[config.mk]
export PLATFORM = sky130hd
export DESIGN_NAME = sdcmd_tracker
export DESIGN_NICKNAME = d
export VERILOG_FILES = /design/src/rtl/sdcmd_pkg.sv /design/src/rtl/sdcmd_decode.sv /design/src/rtl/sdcmd_power.sv /design/src/rtl/sdcmd_banks.sv /design/src/rtl/sdcmd_tracker.sv
export SDC_FILE = /design/constraint.sdc
export NUM_CORES = 1
export LEC_CHECK = 0
export BUFFER_PORTS_ARGS = -buffer_cell sky130_fd_sc_hd__buf_2
export CAP_MARGIN = 20
export CORE_ASPECT_RATIO = 0.8
export CORE_MARGIN = 2
export CORE_UTILIZATION = 48
export DETAILED_ROUTE_END_ITERATION = 12
export PLACE_DENSITY = 0.82
export SLEW_MARGIN = 20
export SYNTH_ARGS = -nofsm -noshare
export SYNTH_HDL_FRONTEND = slang
export SYNTH_SLANG_ARGS = --single-unit
export TNS_END_PERCENT = 1
[constraint.sdc]
create_clock -name clk -period 3.5 [get_ports clk]
set_input_delay 0.35 -clock clk [delete_from_list [all_inputs] [get_ports clk]]
set_output_delay 0.35 -clock clk [all_outputs]
set_load 0.02 [all_outputs]
[src/rtl/sdcmd_pkg.sv]
package sdcmd_pkg;

    typedef enum logic [3:0] {
        CMD_NOP      = 4'd0,
        CMD_DESEL    = 4'd1,
        CMD_ACT      = 4'd2,
        CMD_PRE      = 4'd3,
        CMD_READ     = 4'd4,
        CMD_WRITE    = 4'd5,
        CMD_MRS      = 4'd6,
        CMD_BST      = 4'd7,
        CMD_AREF     = 4'd8,
        CMD_SREF_IN  = 4'd9,
        CMD_SREF_OUT = 4'd10,
        CMD_PD_IN    = 4'd11,
        CMD_PD_OUT   = 4'd12,
        CMD_SUSP_IN  = 4'd13,
        CMD_SUSP_OUT = 4'd14,
        CMD_HOLD     = 4'd15
    } cmd_e;

    localparam int NCMD = 15;

    typedef enum logic [1:0] {
        PWR_RUN  = 2'd0,
        PWR_DOWN = 2'd1,
        PWR_SELF = 2'd2,
        PWR_SUSP = 2'd3
    } pwr_e;

    typedef struct packed {
        logic [2:0] cl;
        logic       ilv;
        logic [2:0] bl;
    } mode_t;

    localparam logic [2:0] BL_FULL = 3'd7;

    function automatic logic [3:0] bl_beats(input logic [2:0] code);
        case (code)
            3'd1:    return 4'd2;
            3'd2:    return 4'd4;
            3'd3:    return 4'd8;
            default: return 4'd1;
        endcase
    endfunction

endpackage

[src/rtl/sdcmd_decode.sv]
module sdcmd_decode
    import sdcmd_pkg::*;
(
    input  logic       cs_n,
    input  logic       ras_n,
    input  logic       cas_n,
    input  logic       we_n,
    input  logic       cke,
    input  logic       cke_q,
    input  pwr_e       pwr,
    input  logic [1:0] open,
    input  logic       busy,
    input  logic       bank,
    output cmd_e       kind,
    output logic       illegal
);
    logic [2:0] pins;
    logic       pins_quiet;
    logic       any_open;

    assign pins       = {ras_n, cas_n, we_n};
    assign pins_quiet = cs_n || (pins == 3'b111);
    assign any_open   = |open;

    always_comb begin
        kind    = CMD_HOLD;
        illegal = 1'b0;
        unique case (pwr)
            PWR_RUN: begin
                if (cke_q && cke) begin
                    if (cs_n) begin
                        kind = CMD_DESEL;
                    end else begin
                        case (pins)
                            3'b011: begin kind = CMD_ACT;   illegal = open[bank];  end
                            3'b010: begin kind = CMD_PRE;                          end
                            3'b101: begin kind = CMD_READ;  illegal = !open[bank]; end
                            3'b100: begin kind = CMD_WRITE; illegal = !open[bank]; end
                            3'b000: begin kind = CMD_MRS;   illegal = any_open;    end
                            3'b110: begin kind = CMD_BST;   illegal = !any_open;   end
                            3'b001: begin kind = CMD_AREF;  illegal = any_open;    end
                            default: kind = CMD_NOP;
                        endcase
                    end
                end else if (cke_q) begin
                    if (!cs_n && pins == 3'b001 && !any_open) begin
                        kind = CMD_SREF_IN;
                    end else begin
                        kind    = busy ? CMD_SUSP_IN : CMD_PD_IN;
                        illegal = !cs_n && (pins == 3'b001);
                    end
                end
            end
            PWR_SUSP: begin
                if (cke) kind = CMD_SUSP_OUT;
            end
            PWR_DOWN: begin
                if (cke) begin
                    if (pins_quiet) kind = CMD_PD_OUT;
                    else            illegal = 1'b1;
                end
            end
            PWR_SELF: begin
                if (cke) begin
                    if (pins_quiet) kind = CMD_SREF_OUT;
                    else            illegal = 1'b1;
                end
            end
            default: kind = CMD_HOLD;
        endcase
    end
endmodule

[src/rtl/sdcmd_power.sv]
module sdcmd_power
    import sdcmd_pkg::*;
(
    input  logic clk,
    input  logic rst,
    input  logic cke,
    input  cmd_e kind,
    output pwr_e pwr,
    output logic cke_q
);
    pwr_e pwr_nx;

    always_comb begin
        pwr_nx = pwr;
        case (kind)
            CMD_SUSP_IN:  pwr_nx = PWR_SUSP;
            CMD_PD_IN:    pwr_nx = PWR_DOWN;
            CMD_SREF_IN:  pwr_nx = PWR_SELF;
            CMD_SUSP_OUT,
            CMD_PD_OUT,
            CMD_SREF_OUT: pwr_nx = PWR_RUN;
            default:      pwr_nx = pwr;
        endcase
    end

    always_ff @(posedge clk) begin
        if (rst) begin
            pwr   <= PWR_RUN;
            cke_q <= 1'b1;
        end else begin
            pwr   <= pwr_nx;
            cke_q <= cke;
        end
    end

    // a low clock enable holds power-down
    p_down_holds_r10: assert property (@(posedge clk) disable iff (rst)
        (pwr == PWR_DOWN && !cke) |=> (pwr == PWR_DOWN));

    // a high clock enable always releases clock suspend
    p_susp_release_r11: assert property (@(posedge clk) disable iff (rst)
        (pwr == PWR_SUSP && cke) |=> (pwr == PWR_RUN));
endmodule

[src/rtl/sdcmd_banks.sv]
module sdcmd_banks
    import sdcmd_pkg::*;
#(
    parameter int MAX_BEATS = 8,
    localparam int CNT_W    = $clog2(MAX_BEATS + 1)
) (
    input  logic       clk,
    input  logic       rst,
    input  cmd_e       kind,
    input  logic       illegal,
    input  logic       bank,
    input  logic       a10,
    input  logic       tick,
    input  logic [2:0] bl_code,
    output logic [1:0] open,
    output logic       busy
);
    logic [CNT_W-1:0] cnt, cnt_nx;
    logic             full, full_nx;
    logic             ap, ap_nx;
    logic             apb, apb_nx;
    logic [1:0]       open_nx;

    assign busy = (cnt != '0) || full;

    always_comb begin
        open_nx = open;
        cnt_nx  = cnt;
        full_nx = full;
        ap_nx   = ap;
        apb_nx  = apb;
        if (tick && cnt != '0) begin
            cnt_nx = cnt - 1'b1;
            if (cnt == CNT_W'(1) && ap) begin
                open_nx[apb] = 1'b0;
                ap_nx        = 1'b0;
            end
        end
        if (!illegal) begin
            case (kind)
                CMD_ACT: open_nx[bank] = 1'b1;
                CMD_PRE: begin
                    if (a10) open_nx = '0;
                    else     open_nx[bank] = 1'b0;
                    if (busy && (a10 || bank == apb)) begin
                        cnt_nx  = '0;
                        full_nx = 1'b0;
                        ap_nx   = 1'b0;
                    end
                end
                CMD_READ, CMD_WRITE: begin
                    apb_nx = bank;
                    ap_nx  = a10;
                    if (bl_code == BL_FULL) begin
                        full_nx = 1'b1;
                        cnt_nx  = '0;
                    end else begin
                        full_nx = 1'b0;
                        cnt_nx  = CNT_W'(bl_beats(bl_code));
                    end
                end
                CMD_BST: begin
                    if (busy && ap) open_nx[apb] = 1'b0;
                    cnt_nx  = '0;
                    full_nx = 1'b0;
                    ap_nx   = 1'b0;
                end
                default: ;
            endcase
        end
    end

    always_ff @(posedge clk) begin
        if (rst) begin
            open <= '0;
            cnt  <= '0;
            full <= 1'b0;
            ap   <= 1'b0;
            apb  <= 1'b0;
        end else begin
            open <= open_nx;
            cnt  <= cnt_nx;
            full <= full_nx;
            ap   <= ap_nx;
            apb  <= apb_nx;
        end
    end

    // a legal open-row leaves its bank open
    p_act_opens_r5: assert property (@(posedge clk) disable iff (rst)
        (kind == CMD_ACT && !illegal) |=> open[$past(bank)]);

    // an illegal command outside a burst keeps every bank flag
    p_illegal_keeps_r6: assert property (@(posedge clk) disable iff (rst)
        (illegal && !busy) |=> $stable(open));

    // no burst progress outside running cycles
    p_frozen_count_r10: assert property (@(posedge clk) disable iff (rst)
        (!tick) |=> ($stable(cnt) && $stable(full)));

    // a full-page burst persists until something ends it
    p_full_persists_r8: assert property (@(posedge clk) disable iff (rst)
        (full && !(kind inside {CMD_BST, CMD_PRE, CMD_READ, CMD_WRITE})) |=> full);
endmodule

[src/rtl/sdcmd_tracker.sv]
module sdcmd_tracker
    import sdcmd_pkg::*;
#(
    parameter int          ROW_W     = 11,
    parameter int          COL_W     = 8,
    parameter int          MAX_BEATS = 8,
    parameter logic [6:0]  MODE_RST  = 7'h20,
    localparam int         ADDR_W    = ROW_W + 1,
    localparam int         AP_BIT    = ROW_W - 1
) (
    input  logic              clk,
    input  logic              rst,
    input  logic              cke,
    input  logic              cs_n,
    input  logic              ras_n,
    input  logic              cas_n,
    input  logic              we_n,
    input  logic [ADDR_W-1:0] addr,
    output logic [NCMD-1:0]   cmd_stb,
    output logic              cmd_illegal,
    output logic              cmd_bank,
    output logic [ROW_W-1:0]  cmd_row,
    output logic [COL_W-1:0]  cmd_col,
    output logic              cmd_autopre,
    output logic              cmd_pre_all,
    output logic [1:0]        bank_open,
    output logic [1:0]        pwr_state,
    output logic              burst_busy,
    output logic [2:0]        mode_bl,
    output logic              mode_ilv,
    output logic [2:0]        mode_cl
);
    cmd_e  kind;
    pwr_e  pwr;
    logic  cke_q;
    logic  tick;
    mode_t mode;

    assign cmd_bank = addr[ROW_W];
    assign cmd_row  = addr[ROW_W-1:0];
    assign cmd_col  = addr[COL_W-1:0];
    assign tick     = (pwr == PWR_RUN) && cke && cke_q;

    sdcmd_decode u_decode (
        .cs_n    (cs_n),
        .ras_n   (ras_n),
        .cas_n   (cas_n),
        .we_n    (we_n),
        .cke     (cke),
        .cke_q   (cke_q),
        .pwr     (pwr),
        .open    (bank_open),
        .busy    (burst_busy),
        .bank    (cmd_bank),
        .kind    (kind),
        .illegal (cmd_illegal)
    );

    sdcmd_power u_power (
        .clk   (clk),
        .rst   (rst),
        .cke   (cke),
        .kind  (kind),
        .pwr   (pwr),
        .cke_q (cke_q)
    );

    sdcmd_banks #(.MAX_BEATS(MAX_BEATS)) u_banks (
        .clk     (clk),
        .rst     (rst),
        .kind    (kind),
        .illegal (cmd_illegal),
        .bank    (cmd_bank),
        .a10     (addr[AP_BIT]),
        .tick    (tick),
        .bl_code (mode.bl),
        .open    (bank_open),
        .busy    (burst_busy)
    );

    for (genvar i = 0; i < NCMD; i++) begin : g_stb
        assign cmd_stb[i] = (kind == cmd_e'(i));
    end

    assign cmd_autopre = addr[AP_BIT] && (cmd_stb[CMD_READ] || cmd_stb[CMD_WRITE]);
    assign cmd_pre_all = addr[AP_BIT] && cmd_stb[CMD_PRE];

    always_ff @(posedge clk) begin
        if (rst) begin
            mode <= mode_t'(MODE_RST);
        end else if (kind == CMD_MRS && !cmd_illegal) begin
            mode <= mode_t'(addr[6:0]);
        end
    end

    assign pwr_state = pwr;
    assign mode_bl   = mode.bl;
    assign mode_ilv  = mode.ilv;
    assign mode_cl   = mode.cl;

    // never more than one command strobe
    p_one_strobe_r2: assert property (@(posedge clk) disable iff (rst)
        $onehot0(cmd_stb));

    // deselect in a running cycle is quiet
    p_desel_quiet_r1: assert property (@(posedge clk) disable iff (rst)
        (cs_n && tick) |-> (cmd_stb[CMD_DESEL] && !cmd_illegal));

    // an accepted mode set only with both banks closed
    p_mode_idle_r7: assert property (@(posedge clk) disable iff (rst)
        (cmd_stb[CMD_MRS] && !cmd_illegal) |-> (bank_open == 2'b00));

    // exit from power-down only with quiet pins
    p_pd_exit_r11: assert property (@(posedge clk) disable iff (rst)
        (pwr == PWR_DOWN && cke && !cs_n && {ras_n, cas_n, we_n} != 3'b111)
        |=> (pwr == PWR_DOWN));
endmodule

==> reports/metrics.csv <==
stage,metric,value,unit
cells_and_area,post-layout util,0.5561,
placement,IO buf count,61,
cts,post_cts resized,0,
cells_and_area,Ant. Diodes,0,
synthesis,Synthesis Warnings,0,
grt,vias in the first global route,1465,
min_path,worst hold path type,input port to flop,
sta,crit share post-route,0.8800,
worst_setup_path,CP startpoint,u_banks.cnt[0],
worst_setup_path,WS Path Type,flop to output pin,
cts,Root Buffer,clkbuf_8,
floorplan,Die Area,0.003990,mm2
pwr,LEAKAGE,0.9133,nW
routing,initial drt markers,182,
worst_setup_path,Startpoint Class,flop,
floorplan,die width,70.13,um
synthesis,syn_nets,244,
cts,clock latency on the worst-skew pair,0.26,ns
routing,post-route ant nets,0,
sta,Worst Max-Slew Pin Slew,0.6603,ns
worst_setup_path,worst reg2reg path depth,8,
cells_and_area,Finished Layout Cells,293,
worst_setup_path,crit path DAT,2.73,ns
synthesis,top_reg_cell synth,dfxtp_1,
sta,Slew HR,0.5540,
min_path,Hold Path End,mode_ilv,
sta,Hold Worst Slack,0.3526,ns
synthesis,Cell variety after synth,54,
sta,Max Slew Vio Count,0,
worst_setup_path,CP Capture Type,output pin,
routing,Via density,5.802,
synthesis,Post-synth EDFFs,0,
cells_and_area,area grow syn2layout,12.59,%
worst_setup_path,end of the worst register-to-register path,u_banks.open[0],
worst_setup_path,Required @ worst endpoint,3.15,ns
worst_setup_path,Crit Path Max Fanout,6,
sta,Final Hold Fails,0,
cells_and_area,most frequent cells in the layout,"buf_2 (61), nor2_1 (34), dfxtp_1 (19)",
routing,drt pass-1 iters,4,
routing,Post-Route WL,4.109,mm
grt,grt total ovfl,0,
cells_and_area,"most common cell after layout, fill and taps aside",buf_2,
cts,H-tree depth,1,
pwr,Cell Pwr Density,625.1,mW/mm2
cts,# hold bufs at CTS,0,
synthesis,"FF+latch count, synth",19,
cts,CTS Buffer Depth,2,
cts,CTS Buf Count,3,
worst_setup_path,FF-to-FF Start,u_banks.cnt[0],
sta,setup_tns,0,ns
routing,Vias,1700,
synthesis,Synth Cell Area,0.001679,mm2
placement,dpl ws,0.6842,ns
min_path,hold path start,addr[3],
cts,postcts setup bufs,0,
cells_and_area,FILL cells,318,
cts,TritonCTS clock tree,built,
cells_and_area,# nets final,280,
flow_run,max-cap viol count,0,
sta,Max Freq,0.3247,GHz
synthesis,syn_area_per_cell,7.774,um2
pwr,Max VDD drop,0.3317,mV
floorplan,Die Y-Extent,56.90,um
floorplan,Initial Util,0.4939,
synthesis,share of flip-flops with an asynchronous set or reset,0,
grt,initial antenna violation count,0,
min_path,Worst Hold Path Cells,3,
cts,clock slew seen by the registers of the worst setup and hold paths,0.07,ns
placement,placed insts,289,
grt,largest net degree at the start of global routing,17,
floorplan,FP Rows,19,
sta,Clock Skew,0.001994,ns
grt,first-pass GRT wire length,6.768,mm
synthesis,sequential share of the synthesized area,0.2265,
run_status,status,"finished, final reports clean",
routing,routed len/inst,14.02,um
floorplan,# IOs,69,
routing,post-route DRC violation count,0,
cts,Sink Count,19,
floorplan,core area,0.003400,mm2
sta,post-route setup slack,0.4202,ns
cells_and_area,layout cells sized above 1,0.2988,
sta,min cycle time layout,3.080,ns
synthesis,cells after synthesis,216,
worst_setup_path,"reg-to-reg slack, setup",0.67,ns
sta,endpoints failing setup,0,
sta,unrepaired setup endpoints after global routing,false,
placement,RePlAce Congestion,0.9340,
grt,total track usage,0.2092,
placement,post-DP HPWL,3.216,mm
[power breakdown]
part,internal [W],leakage [nW],switching [W]
sequential,0.000242,0.154,0.0000297
combinational,0.000267,0.738,0.000488
clock,0.0000802,0.0217,0.0000756
total,0.000589,0.913,0.000593
[per-stage QoR]
| step | total power, W | instance area [um2] |
|---|---|---|
| detailed placement | 0.001022 | 1842 |
| finish | 0.001182 | 1891 |
| CTS | 0.001179 | 1891 |
| floorplan | 0.0008708 | 1679 |
| global placement | 0.001012 | 1842 |
| global route | 0.001274 | 1891 |
[worst max-delay path by stage]
stage,depth (start not counted),endpoint,slack [ns]
after floorplan,8,cmd_pre_all,0.75
after global placement,8,u_banks.open[1],0.77
after detailed placement,8,u_banks.open[1],0.68
after CTS,8,cmd_stb[2],0.44
after global routing,8,cmd_stb[2],0.28
final,8,cmd_stb[2],0.42
[cell usage after synthesis (all sizes together) (3+ instances only)]
library cell / n / area share
o32ai: 3 / 0.016
and3: 3 / 0.013
clkbuf: 5 / 0.012
buf: 25 / 0.10
nor3: 5 / 0.015
mux2i: 8 / 0.048
a31oi: 4 / 0.024
ha: 9 / 0.067
or4: 3 / 0.013
nor2: 34 / 0.076
nand3: 6 / 0.018
a21oi: 6 / 0.018
inv: 17 / 0.038
dfxtp: 19 / 0.23
o22ai: 7 / 0.026
a311oi: 3 / 0.016
o21ai: 4 / 0.012
xnor2: 4 / 0.021
nand2: 11 / 0.029
[critical path: stages, from the launching register on]
cell and delay (ns):
dfxtp_1 0.33, inv_1 0.10, ha_1 0.16, or4b_1 0.54, a311o_1 0.41, a31oi_4 0.31
nand2_1 0.16, nor2_1 0.24, buf_2 0.22
[routing by layer]
metal | routed length, um | part of all wire | up-vias | GRT usage
li1 | - | - | 828 | -
met1 | 1841 | 0.45 | 756 | 0.2942
met2 | 1781 | 0.43 | 112 | 0.3374
met3 | 466 | 0.11 | 4 | 0.04129
met4 | 20 | 0.0049 | 0 | 0.04121
met5 | 0 | 0 | - | 0
[cell families after synthesis]
logic type | synth area share
flip-flops | 0.2265
AND/OR/NAND/NOR | 0.2377
AO/OA/AOI/OAI | 0.2399
adder cells (fa/ha/maj) | 0.07303
XOR/XNOR | 0.02086
buffers and inverters | 0.1542
multiplexers | 0.04769
[flip-flops by register name, summed over array words and instances, names as in the netlist]
name and flops:
u_banks.cnt 4, mode_bl 3, mode_cl 3, u_banks.open 2, u_power.pwr 2, mode_ilv 1
u_banks.ap 1, u_banks.apb 1, u_banks.full 1, u_power.cke_q 1
[layout make-up]
cell class                      instances  area, um2  area share
Clock buffer                            3      41.29     0.02184
Clock inverter                          1      7.507    0.003971
Inverter                               17      63.81     0.03375
Multi-Input combinational cell        150       1040      0.5500
Sequential cell                        19      380.4      0.2012
Tap cell                               42      52.55     0.02780
Timing Repair Buffer                   61      305.3      0.1615
(Power assumes the default switching activity.)
